$ cat src/rtl/dma_chan_pkg.sv
package dma_chan_pkg;

   localparam int WORD_BYTES = 4;
   localparam int DATA_W     = 32;

   typedef enum logic [2:0] {
      ST_IDLE  = 3'd0,
      ST_FILL  = 3'd1,
      ST_DRAIN = 3'd2,
      ST_GAP   = 3'd3,
      ST_FIN   = 3'd4
   } dma_state_t;

   typedef enum logic [1:0] {
      SEL_CTRL   = 2'd0,
      SEL_ADDR   = 2'd1,
      SEL_REMAIN = 2'd2,
      SEL_NONE   = 2'd3
   } cfg_sel_t;

endpackage

$ cat src/rtl/dma_len_calc.sv
module dma_len_calc
   import dma_chan_pkg::*;
#(
   parameter int CNT_W   = 24,
   parameter int AVAIL_W = 16
) (
   input  logic               svc_valid,
   input  logic               en_q,
   input  logic [CNT_W-1:0]   rem_q,
   input  logic [AVAIL_W-1:0] svc_bytes,
   output logic [CNT_W-1:0]   len,
   output logic               start
);

   localparam logic [CNT_W-1:0] LOW_MASK = ~CNT_W'(WORD_BYTES - 1);

   logic [CNT_W-1:0] avail_ext;

   always_comb begin
      avail_ext = CNT_W'(svc_bytes) & LOW_MASK;
      len       = (rem_q < avail_ext) ? rem_q : avail_ext;
      start     = svc_valid && en_q && (len != '0);
   end

endmodule

$ cat src/rtl/dma_chan_regs.sv
module dma_chan_regs
   import dma_chan_pkg::*;
#(
   parameter int ADDR_W = 32,
   parameter int CNT_W  = 24
) (
   input  logic              clk,
   input  logic              rst_n,
   input  logic              cfg_we,
   input  logic [1:0]        cfg_sel,
   input  logic [31:0]       cfg_wdata,
   input  logic              busy,
   input  logic              apply,
   input  logic              adv,
   output logic              en_q,
   output logic [ADDR_W-1:0] addr_q,
   output logic [CNT_W-1:0]  rem_q,
   output logic              pend_any
);

   localparam logic [ADDR_W-1:0] A_MASK = ~ADDR_W'(WORD_BYTES - 1);
   localparam logic [CNT_W-1:0]  C_MASK = ~CNT_W'(WORD_BYTES - 1);
   localparam logic [ADDR_W-1:0] A_STEP = ADDR_W'(WORD_BYTES);
   localparam logic [CNT_W-1:0]  C_STEP = CNT_W'(WORD_BYTES);

   logic              pv_en, pv_addr, pv_rem;
   logic              pd_en;
   logic [ADDR_W-1:0] pd_addr;
   logic [CNT_W-1:0]  pd_rem;
   logic [ADDR_W-1:0] wr_addr;
   logic [CNT_W-1:0]  wr_rem;
   cfg_sel_t          sel;

   assign wr_addr  = cfg_wdata[ADDR_W-1:0] & A_MASK;
   assign wr_rem   = cfg_wdata[CNT_W-1:0] & C_MASK;
   assign sel      = cfg_sel_t'(cfg_sel);
   assign pend_any = pv_en | pv_addr | pv_rem;

   always_ff @(posedge clk or negedge rst_n) begin
      if (!rst_n) begin
         en_q    <= 1'b0;
         addr_q  <= '0;
         rem_q   <= '0;
         pv_en   <= 1'b0;
         pv_addr <= 1'b0;
         pv_rem  <= 1'b0;
         pd_en   <= 1'b0;
         pd_addr <= '0;
         pd_rem  <= '0;
      end else begin
         if (adv) begin
            addr_q <= addr_q + A_STEP;
            rem_q  <= rem_q - C_STEP;
         end
         if (apply) begin
            if (pv_en)   en_q   <= pd_en;
            if (pv_addr) addr_q <= pd_addr;
            if (pv_rem)  rem_q  <= pd_rem;
            pv_en   <= 1'b0;
            pv_addr <= 1'b0;
            pv_rem  <= 1'b0;
         end
         if (cfg_we && !busy) begin
            case (sel)
               SEL_CTRL:   en_q   <= cfg_wdata[0];
               SEL_ADDR:   addr_q <= wr_addr;
               SEL_REMAIN: rem_q  <= wr_rem;
               default: ;
            endcase
         end else if (cfg_we) begin
            case (sel)
               SEL_CTRL: begin
                  pv_en <= 1'b1;
                  pd_en <= cfg_wdata[0];
               end
               SEL_ADDR: begin
                  pv_addr <= 1'b1;
                  pd_addr <= wr_addr;
               end
               SEL_REMAIN: begin
                  pv_rem <= 1'b1;
                  pd_rem <= wr_rem;
               end
               default: ;
            endcase
         end
      end
   end

   AST_ALIGNED: assert property (@(posedge clk) disable iff (!rst_n)
      (addr_q[1:0] == 2'b00) && (rem_q[1:0] == 2'b00));

   AST_ADV_STEP: assert property (@(posedge clk) disable iff (!rst_n)
      adv |=> (addr_q == $past(addr_q) + A_STEP) && (rem_q == $past(rem_q) - C_STEP));

   AST_DEFER_HOLD: assert property (@(posedge clk) disable iff (!rst_n)
      (busy && !apply && !adv) |=> $stable(addr_q) && $stable(rem_q) && $stable(en_q));

endmodule

$ cat src/rtl/dma_burst_engine.sv
module dma_burst_engine
   import dma_chan_pkg::*;
#(
   parameter int ADDR_W      = 32,
   parameter int CNT_W       = 24,
   parameter int CHUNK_BYTES = 4096,
   parameter bit CAPTURE     = 1'b0
) (
   input  logic              clk,
   input  logic              rst_n,
   input  logic              start,
   input  logic [CNT_W-1:0]  len,
   input  logic              dry,
   input  logic              pend_any,
   input  logic              en_q,
   input  logic [CNT_W-1:0]  rem_q,
   input  logic [ADDR_W-1:0] addr_q,
   output logic              mem_req,
   output logic              mem_we,
   output logic [ADDR_W-1:0] mem_addr,
   output logic [31:0]       mem_wdata,
   input  logic              mem_gnt,
   input  logic [31:0]       mem_rdata,
   output logic              play_valid,
   output logic [31:0]       play_data,
   input  logic              play_ready,
   input  logic              cap_valid,
   input  logic [31:0]       cap_data,
   output logic              cap_ready,
   output logic              busy,
   output logic              apply,
   output logic              adv,
   output logic              irq
);

   localparam logic [CNT_W-1:0] CHUNK_C = CNT_W'(CHUNK_BYTES);
   localparam logic [CNT_W-1:0] STEP_C  = CNT_W'(WORD_BYTES);

   dma_state_t        state_q;
   logic [CNT_W-1:0]  total_q;
   logic [CNT_W-1:0]  chunk_q;
   logic [31:0]       hold_q;
   logic [31:0]       fill_data;
   logic              fill_ok;
   logic              drain_ok;
   logic              in_fill;
   logic              in_drain;
   logic              irq_q;

   function automatic logic [CNT_W-1:0] clip_chunk(input logic [CNT_W-1:0] n);
      return (n < CHUNK_C) ? n : CHUNK_C;
   endfunction

   assign in_fill  = (state_q == ST_FILL);
   assign in_drain = (state_q == ST_DRAIN);
   assign busy     = (state_q != ST_IDLE);
   assign apply    = (state_q == ST_IDLE) || (state_q == ST_GAP);
   assign adv      = drain_ok;
   assign irq      = irq_q;
   assign mem_addr = addr_q;

   generate
      if (CAPTURE) begin : g_capture
         logic [31:0] unused_rd;
         logic        unused_rdy;
         assign unused_rd  = mem_rdata;
         assign unused_rdy = play_ready;
         assign cap_ready  = in_fill;
         assign fill_ok    = in_fill && cap_valid;
         assign fill_data  = cap_data;
         assign mem_req    = in_drain;
         assign mem_we     = 1'b1;
         assign mem_wdata  = hold_q;
         assign drain_ok   = in_drain && mem_gnt;
         assign play_valid = 1'b0;
         assign play_data  = '0;
      end else begin : g_playback
         logic [31:0] unused_cd;
         logic        unused_cv;
         assign unused_cd  = cap_data;
         assign unused_cv  = cap_valid;
         assign cap_ready  = 1'b0;
         assign mem_req    = in_fill;
         assign mem_we     = 1'b0;
         assign mem_wdata  = '0;
         assign fill_ok    = in_fill && mem_gnt;
         assign fill_data  = mem_rdata;
         assign play_valid = in_drain;
         assign play_data  = hold_q;
         assign drain_ok   = in_drain && play_ready;
      end
   endgenerate

   always_ff @(posedge clk or negedge rst_n) begin
      if (!rst_n) begin
         state_q <= ST_IDLE;
         total_q <= '0;
         chunk_q <= '0;
         hold_q  <= '0;
         irq_q   <= 1'b0;
      end else begin
         irq_q <= 1'b0;
         case (state_q)
            ST_IDLE: begin
               if (start) begin
                  total_q <= len;
                  chunk_q <= clip_chunk(len);
                  state_q <= ST_FILL;
               end
            end
            ST_FILL: begin
               if (fill_ok) begin
                  hold_q  <= fill_data;
                  state_q <= ST_DRAIN;
               end
            end
            ST_DRAIN: begin
               if (drain_ok) begin
                  total_q <= total_q - STEP_C;
                  chunk_q <= chunk_q - STEP_C;
                  state_q <= (chunk_q == STEP_C) ? ST_GAP : ST_FILL;
               end
            end
            ST_GAP: begin
               if ((total_q == '0) || pend_any || dry) begin
                  state_q <= ST_FIN;
               end else begin
                  chunk_q <= clip_chunk(total_q);
                  state_q <= ST_FILL;
               end
            end
            ST_FIN: begin
               irq_q   <= en_q && (rem_q == '0);
               state_q <= ST_IDLE;
            end
            default: state_q <= ST_IDLE;
         endcase
      end
   end

   AST_CHUNK_CAP: assert property (@(posedge clk) disable iff (!rst_n)
      chunk_q <= CHUNK_C);

   AST_IRQ_SINGLE: assert property (@(posedge clk) disable iff (!rst_n)
      irq |=> !irq);

   AST_IRQ_COND: assert property (@(posedge clk) disable iff (!rst_n)
      irq |-> en_q && (rem_q == '0));

   AST_IDLE_QUIET: assert property (@(posedge clk) disable iff (!rst_n)
      !busy |-> !mem_req && !play_valid && !cap_ready);

   AST_PLAY_HOLD: assert property (@(posedge clk) disable iff (!rst_n)
      (play_valid && !play_ready) |=> play_valid && $stable(play_data));

endmodule

$ cat src/rtl/audio_dma_channel.sv
module audio_dma_channel
   import dma_chan_pkg::*;
#(
   parameter int ADDR_W      = 32,
   parameter int CNT_W       = 24,
   parameter int AVAIL_W     = 16,
   parameter int CHUNK_BYTES = 4096,
   parameter bit CAPTURE     = 1'b0
) (
   input  logic               clk,
   input  logic               rst_n,
   input  logic               cfg_we,
   input  logic [1:0]         cfg_sel,
   input  logic [31:0]        cfg_wdata,
   output logic               en_o,
   output logic [ADDR_W-1:0]  addr_o,
   output logic [CNT_W-1:0]   remain_o,
   output logic               busy_o,
   output logic               irq_done_o,
   input  logic               svc_valid,
   input  logic [AVAIL_W-1:0] svc_bytes,
   input  logic               svc_dry,
   output logic               mem_req,
   output logic               mem_we,
   output logic [ADDR_W-1:0]  mem_addr,
   output logic [31:0]        mem_wdata,
   input  logic               mem_gnt,
   input  logic [31:0]        mem_rdata,
   output logic               play_valid,
   output logic [31:0]        play_data,
   input  logic               play_ready,
   input  logic               cap_valid,
   input  logic [31:0]        cap_data,
   output logic               cap_ready
);

   generate
      if (CHUNK_BYTES < WORD_BYTES || (CHUNK_BYTES % WORD_BYTES) != 0) begin : g_bad_chunk
         $error("CHUNK_BYTES must be a positive multiple of the word size");
      end
      if (AVAIL_W > CNT_W) begin : g_bad_avail
         $error("AVAIL_W must not exceed CNT_W");
      end
      if (ADDR_W > 32 || CNT_W > 32 || ADDR_W < 3 || CNT_W < 3) begin : g_bad_width
         $error("ADDR_W and CNT_W must lie between 3 and 32");
      end
      if (CHUNK_BYTES >= (2 ** CNT_W)) begin : g_bad_fit
         $error("CHUNK_BYTES must fit in CNT_W bits");
      end
   endgenerate

   logic             en_q;
   logic [ADDR_W-1:0] addr_q;
   logic [CNT_W-1:0]  rem_q;
   logic             pend_any;
   logic             busy;
   logic             apply;
   logic             adv;
   logic             irq;
   logic             start;
   logic [CNT_W-1:0] len;

   dma_chan_regs #(
      .ADDR_W (ADDR_W),
      .CNT_W  (CNT_W)
   ) u_regs (
      .clk       (clk),
      .rst_n     (rst_n),
      .cfg_we    (cfg_we),
      .cfg_sel   (cfg_sel),
      .cfg_wdata (cfg_wdata),
      .busy      (busy),
      .apply     (apply),
      .adv       (adv),
      .en_q      (en_q),
      .addr_q    (addr_q),
      .rem_q     (rem_q),
      .pend_any  (pend_any)
   );

   dma_len_calc #(
      .CNT_W   (CNT_W),
      .AVAIL_W (AVAIL_W)
   ) u_len (
      .svc_valid (svc_valid && !busy),
      .en_q      (en_q),
      .rem_q     (rem_q),
      .svc_bytes (svc_bytes),
      .len       (len),
      .start     (start)
   );

   dma_burst_engine #(
      .ADDR_W      (ADDR_W),
      .CNT_W       (CNT_W),
      .CHUNK_BYTES (CHUNK_BYTES),
      .CAPTURE     (CAPTURE)
   ) u_engine (
      .clk        (clk),
      .rst_n      (rst_n),
      .start      (start),
      .len        (len),
      .dry        (svc_dry),
      .pend_any   (pend_any),
      .en_q       (en_q),
      .rem_q      (rem_q),
      .addr_q     (addr_q),
      .mem_req    (mem_req),
      .mem_we     (mem_we),
      .mem_addr   (mem_addr),
      .mem_wdata  (mem_wdata),
      .mem_gnt    (mem_gnt),
      .mem_rdata  (mem_rdata),
      .play_valid (play_valid),
      .play_data  (play_data),
      .play_ready (play_ready),
      .cap_valid  (cap_valid),
      .cap_data   (cap_data),
      .cap_ready  (cap_ready),
      .busy       (busy),
      .apply      (apply),
      .adv        (adv),
      .irq        (irq)
   );

   assign en_o       = en_q;
   assign addr_o     = addr_q;
   assign remain_o   = rem_q;
   assign busy_o     = busy;
   assign irq_done_o = irq;

endmodule

$ cat config.mk
export PLATFORM = sky130hd
export DESIGN_NAME = audio_dma_channel
export DESIGN_NICKNAME = d
export VERILOG_FILES = /design/src/rtl/dma_chan_pkg.sv /design/src/rtl/dma_len_calc.sv /design/src/rtl/dma_chan_regs.sv /design/src/rtl/dma_burst_engine.sv /design/src/rtl/audio_dma_channel.sv
export SDC_FILE = /design/constraint.sdc
export NUM_CORES = 1
export LEC_CHECK = 0
export ABC_AREA = 1
export BUFFER_PORTS_ARGS = -buffer_cell sky130_fd_sc_hd__buf_2
export CORE_MARGIN = 2
export CORE_UTILIZATION = 42
export DETAILED_ROUTE_END_ITERATION = 8
export PLACE_DENSITY_LB_ADDON = 0.3
export SYNTH_ARGS = -nofsm -noshare
export SYNTH_HDL_FRONTEND = slang
export SYNTH_SLANG_ARGS = --single-unit
$ cat constraint.sdc
create_clock -name clk -period 2.4 [get_ports clk]
set_clock_uncertainty 0.1 [all_clocks]
set_input_delay 0 -clock clk [delete_from_list [all_inputs] [get_ports clk]]
set_output_delay 0 -clock clk [all_outputs]
set_load 0.01 [all_outputs]
# Word-level counts from Yosys, hierarchy flattened
# Index checks and enable logic that the tools add are counted.
# totals
regBits	197
latchBits	0
ramBits	0
romBits	0
out_inout_bits	159
memories	0
# op_classes
addsub	4
n_mul	0
div	0
magnitude_cmp	3
n_eq_ne	11
shift	0
muxes	43
n_bitwise	3
reduce_logical	26
# ops
cell	count
$mux 24	13
$mux 32	5
$pmux 24 s3	1
$sub 24x3->24 const B	3
$logic_not 24->1	2
$lt 24x13->1 const B	2
$pmux 24 s2	1
$add 32x3->32 const B	1
$eq 24x3->1 const B	1
$lt 24x16->1	1
$reduce_bool 24->1	1
$mux 1	17
$reduce_and 3->1	5
$mux 3	4
$pmux 3 s4	1
$logic_and 1x1->1	7
$eq 3x2->1 const B	2
$ne 2x2->1 const B	3
$reduce_bool 3->1	2
$reduce_and 4->1	1
$eq 3x1->1 const B	1
$eq 3x3->1 const B	1
$logic_not 3->1	1
$logic_or 1x1->1	3
other kinds (10)	11

# Longest topological paths before layout
# logic_depth
ltp_word	7
depth_mapped	21
mapped_depth_nobuf	19

# Modules after synthesis
# From an unflattened synthesis, not the netlist that was laid out.
# unflattened
hier_cells	1750
area_unflattened_um2	12819.8
# modules_own_cells
mod	n_inst	cells_per_inst	area_each_um2	seq_area_each_um2
dma_chan_regs	1	825	6162.2	2827.7
dma_burst_engine	1	755	5713.0	2102.0
dma_len_calc	1	168	934.6	0.0
audio_dma_channel	1	2	10.0	0.0

# Least setup slack after synthesis
# OpenSTA, ideal clock, no wires.
# synth_timing
path_type	flip-flop to flip-flop
startpoint	reg u_regs.rem_q[14]
endpoint	reg u_engine.state_q[1]
t_arrival_ns	2.308
setup_slack_ns	-0.139
stages_incl_launch_ff	19
path_buffers	2
cell_sequence	dfrtp_1 > ha_1 > nand2_1 > nor2_1 > inv_1 > a21oi_1 > nor2_4 > buf_4 > nand3_1 > nand2_1 > nor2_1 > nand2_1 > nor2_1 > nand2_1 > nand2_2 > nand2_4 > buf_2 > nand4_1 > nand2_1
# synth_via
elab_chain_len	6
# synth_rtl
element	line_no	source
start, declared	dma_chan_regs.sv:17	output logic [CNT_W-1:0] rem_q,
start signal, assigned	dma_chan_regs.sv:53	rem_q <= rem_q - C_STEP;
start signal, assigned	dma_chan_regs.sv:58	if (pv_rem) rem_q <= pd_rem;
start signal, assigned	dma_chan_regs.sv:67	SEL_REMAIN: rem_q <= wr_rem;
$lt 24x16->1	dma_len_calc.sv:21	len = (rem_q < avail_ext) ? rem_q : avail_ext;
$mux 24 (*)	dma_len_calc.sv:21	
$reduce_bool 24->1 (*)	dma_len_calc.sv:22	start = svc_valid && en_q && (len != '0);
$logic_and 1x1->1 (*)	dma_len_calc.sv:22	
$ne 2x2->1 (no source line) (*)	--	
$reduce_and 3->1 (no source line) (*)	--	
end signal, assigned	dma_burst_engine.sv:121	state_q <= (chunk_q == STEP_C) ? ST_GAP : ST_FILL;
end, declared	dma_burst_engine.sv:39	dma_state_t state_q;
# Every way passes the cells marked *; elsewhere a longest branch is shown, timed or not.
# A chain may end at the register's enable or synchronous reset.

# Worst setup path after layout
# layout_timing
startpoint	reg u_regs.rem_q[15]
endpoint	reg u_engine.total_q[18]
# layout_via
elab_chain_len	6
elab_cells_between_ends	8
# layout_rtl
element	line_no	source
$lt 24x16->1	dma_len_calc.sv:21	
$mux 24 (*)	dma_len_calc.sv:21	
$reduce_bool 24->1	dma_len_calc.sv:22	
$logic_and 1x1->1	dma_len_calc.sv:22	
$ne 2x2->1 (no source line)	--	
$reduce_and 3->1 (no source line)	--	
end signal, assigned	dma_burst_engine.sv:106	total_q <= len;
end signal, assigned	dma_burst_engine.sv:119	total_q <= total_q - STEP_C;
end, declared	dma_burst_engine.sv:40	logic [CNT_W-1:0] total_q;
# Every way passes the cells marked *; elsewhere a longest branch is shown, timed or not. The select of a mux whose other input is x is not followed.

==> out/summary.md <==
- complete, but fails checks — run status
- setup timing — violated checks
- 50 — Setup Viol. Count Final
- 0.660 mV — Worst VDD drop
- 31.0% — sequential fraction of design power
- 2 — number of buffers between clock root and the deepest sink
- 0 — Syn. warnings
- 0 — total count of hold-check failures in the final report
- reg2reg — Crit Path Category
- 57.9 mm — first-pass GRT wire length
- 0 — global route total overflow
- 42.0% — sequential element share of the synthesized area
- 0.08 ns — CTS clock-pin slew for the worst setup and hold paths
- sky130_fd_sc_hd__nand2_1 — most common cell after layout, fill and taps aside
- 25.1% — Total GRT Usage
- 0.703 ns — Worst-Margin Slew
- 7.78 um^2 — per-instance average area after synthesis
- 0.45 ns — clock latency on the worst-skew pair
- 17 — Inserted Clock Buffers
- 7.97 nW — Static Leak
- u_regs.rem_q[15]$_DFF_PN0_ — worst setup path startpoint
- 11693 — total via count in the routed design
- 11003 — via count of the first global-routing pass
- sky130_fd_sc_hd__dfrtp_1 — largest area contributor in the netlist
- sky130_fd_sc_hd__clkbuf_16 — Root Buffer
- 42.5% — Initial Utilization
- 362 MHz — highest attainable clock frequency
- 5 — first-pass detailed-route iteration total
- 6130 um^2 — area occupied by multi-input gates
- 171 um — y dimension of the die
- 8 — crit path max fanout
- 942 — First DRT Iteration DRCs
- 3.03 ns — arrival time reported for the critical path endpoint
- 53.1% — Slew headroom
- 44.8% — net switching fraction of the power
- 80 — maximum number of pins on one net before global-route repair
- 4 — H-tree levels
- 2027 — Final Net Count
- 42.0% — share of the synthesized area in the top cell type
- sky130_fd_sc_hd__dfrtp_1 (42%), sky130_fd_sc_hd__nand2_1 (11%), sky130_fd_sc_hd__o21ai_0 (5.3%) — leading post-synthesis cells by cell area
- 54.1% — fraction of power consumed by combinational cells
- 11700 um^2 — post-synthesis cell area
- 210 — number of buffers inserted by port buffering
- 2139 — placed cell count
- in2reg — type of the tightest min-delay check
- 0 — count of pins over their slew limit
- 197 — TritonCTS sink count
- sky130_fd_sc_hd__nand2_1 (307), sky130_fd_sc_hd__buf_2 (209), sky130_fd_sc_hd__dfrtp_1 (187) — leading cell types in the layout, fill and taps excluded
- -0.359 ns — post-route worst setup slack
- 1508 — post-synthesis cell count
- 37.5 mm — aggregate routed wire length
- 16.5 um — final routed wire length divided by cell count
- 5.14 — detail-routed via count per cell
- svc_bytes[3] — hold path startpoint
- u_regs.rem_q[15]$_DFF_PN0_ — worst reg2reg path startpoint
- 197 — number of flip-flops and latches in the synthesized netlist
- 2277 — non-filler instance count after layout
- 2511 — Filler cells
- 46 — count of different cell masters after synthesis
- true — RSZ-0062 raised after global routing
- 8.66 mW — Switch Pwr
- 0 — Residual DRC
- -0.320 ns — Post-Place Setup Slack
- 1210 nW/um^2 — P per Cell Area
- 0.891 — Final GP Congestion
- built — TritonCTS clock tree
- 26.1 mm — placed wire-length estimate after detailed placement
- 27600 um^2 — area inside the core boundary
- 2.76 ns — Final Critical Period
- 171 um — Die Width
- 2.67 ns — CP required
- flop — kind of start point of the critical path
- 0 — antenna violation net count after detailed routing
- 115% — share of the clock period used by the worst path after layout
- 61 — number of rows in the core area
- 0 — initial antenna violation count
- flop — crit end category
- 4940 um^2 — sequential cell area
- 0 — max-cap violation count
- 10.7 mW — internal power of the cells
- 14.9% — share of total power in the clock network
- 36.0% — Layout area overhead
- 29.9% — proportion of layout cells with a drive suffix above 1
- 281 — number of I/O pins
- 29300 um^2 — Total Die Area
## cell type report
class,instances,share of cell area (%)
sequential,197,31.0
multi-input combinational,1069,38.4
timing repair buffer,442,20.3
clock buffer,21,2.95
antenna,1,0.0157
clock inverter,11,0.667
inverter,158,3.74
tap,378,2.96
## cells by family (layout without fill, tap and decap cells)
family / after synthesis / in the layout / share of synthesized area [%]
AOI/OAI and AO/OA: 246 / 246 / 11.8
adders and majority gates: 20 / 20 / 2.13
DFF: 197 / 197 / 42.0
other: 1 / 35 / 0.0320
buffers and inverters: 281 / 632 / 11.8
and+or+nand+nor: 673 / 679 / 24.8
muxes: 34 / 34 / 3.26
xor gates and xnor gates: 56 / 56 / 4.18
## worst paths after layout
path                                                    end  slack (ns)  cells after the start
max in group asynchronous   u_engine.total_q[0]$_DFFE_PN0P_        1.24                      3
min in group asynchronous    u_regs.pd_addr[28]$_DFFE_PN0P_        0.06                      2
setup reg to reg           u_engine.total_q[18]$_DFFE_PN0P_       -0.36                     17
hold reg to reg             u_engine.chunk_q[1]$_DFFE_PN0P_        0.38                      2
setup / recovery           u_engine.total_q[18]$_DFFE_PN0P_       -0.36                     17
hold / removal              u_engine.total_q[3]$_DFFE_PN0P_        0.05                      6
## worst max-delay path, stage by stage (launching register included)
cell,delay [ns]
sky130_fd_sc_hd__dfrtp_2,0.44
sky130_fd_sc_hd__ha_4,0.27
sky130_fd_sc_hd__a21oi_2,0.14
sky130_fd_sc_hd__nand3_2,0.11
sky130_fd_sc_hd__nor2_4,0.25
sky130_fd_sc_hd__nand2_4,0.13
sky130_fd_sc_hd__nand2_2,0.11
sky130_fd_sc_hd__nand2_2,0.06
sky130_fd_sc_hd__nor2_2,0.13
sky130_fd_sc_hd__nand2_1,0.09
sky130_fd_sc_hd__nor2_1,0.13
sky130_fd_sc_hd__nand2_1,0.08
sky130_fd_sc_hd__nand2_2,0.11
sky130_fd_sc_hd__nand2_4,0.11
sky130_fd_sc_hd__nand2_8,0.15
sky130_fd_sc_hd__buf_12,0.14
sky130_fd_sc_hd__nand2_1,0.05
sky130_fd_sc_hd__o21ai_1,0.08
## power by group through the flow
| stage | registers [mW] | logic (mW) | clock network, mW |
|---|---|---|---|
| after global placement | 5.93 | 9.11 | 0 |
| after detailed placement | 5.98 | 9.31 | 0 |
| final | 5.99 | 10.5 | 2.88 |
| after CTS | 5.95 | 9.87 | 2.89 |
| after floorplan | 6.29 | 5.60 | 0 |
| after global routing | 6.18 | 11.5 | 3.03 |
## cells in the mapped netlist (all sizes together)
cell      n
nor3b     2
nand4    44
nand2   345
and3      2
or2       7
o21a      1
ha       20
clkinv    4
nand3    77
buf      93
conb      1
o31ai     1
nand3b    2
a211oi    2
o21ai   151
a31oi     1
clkbuf   30
xor2     42
o221ai    2
nor3     17
o41ai     1
nor4     15
a21oi    22
dfrtp   197
mux2     34
inv     154
o22ai    34
xnor2    14
o311ai    1
nor2    162
o21bai    4
o211ai   26
## state kept, by name (all words and copies together) (netlist names)
| name | cells |
|---|---|
| u_regs.en_q | 1 |
| u_regs.rem_q | 24 |
| u_engine.chunk_q | 24 |
| u_engine.play_data | 32 |
| u_regs.pd_en | 1 |
| u_engine.total_q | 24 |
| u_regs.pd_addr | 30 |
| u_regs.pd_rem | 22 |
| u_engine.state_q | 3 |
| u_engine.irq | 1 |
| u_regs.pv_rem | 1 |
| u_regs.addr_q | 32 |
| u_regs.pv_addr | 1 |
| u_regs.pv_en | 1 |
## repair_timing
item / CTS / global route
pin swaps: 11 / 55
resized for setup: 30 / 85
buffers inserted: 9 / 16
endpoints found under the hold margin: 221 / 0
hold buffers: 71 / 0
setup endpoints to repair: 62 / 74
gates cloned: 5 / 4
## metal layers
metal	global-route usage (%)	share of wire [%]
met4	8.25	2.9
met5	0	0
met3	3.77	5.2
met2	42.4	49
met1	33.0	43
## through the flow
stage               total power, mW  area [um^2]  TNS [ns]  utilization (%)  hold slack [ns]
floorplan                      11.9        12000    -0.521                -           -0.396
global placement               15.0        13900    -11.27             50.1         0.000147
detailed placement             15.3        13900    -14.19             50.1         -0.00261
CTS                            18.7        15400    -12.25             55.8           0.0195
global route                   20.7        16000    -25.05             57.7           0.0789
finish                         19.3        16000    -16.11             57.7           0.0508
(Power assumes the default switching activity.)
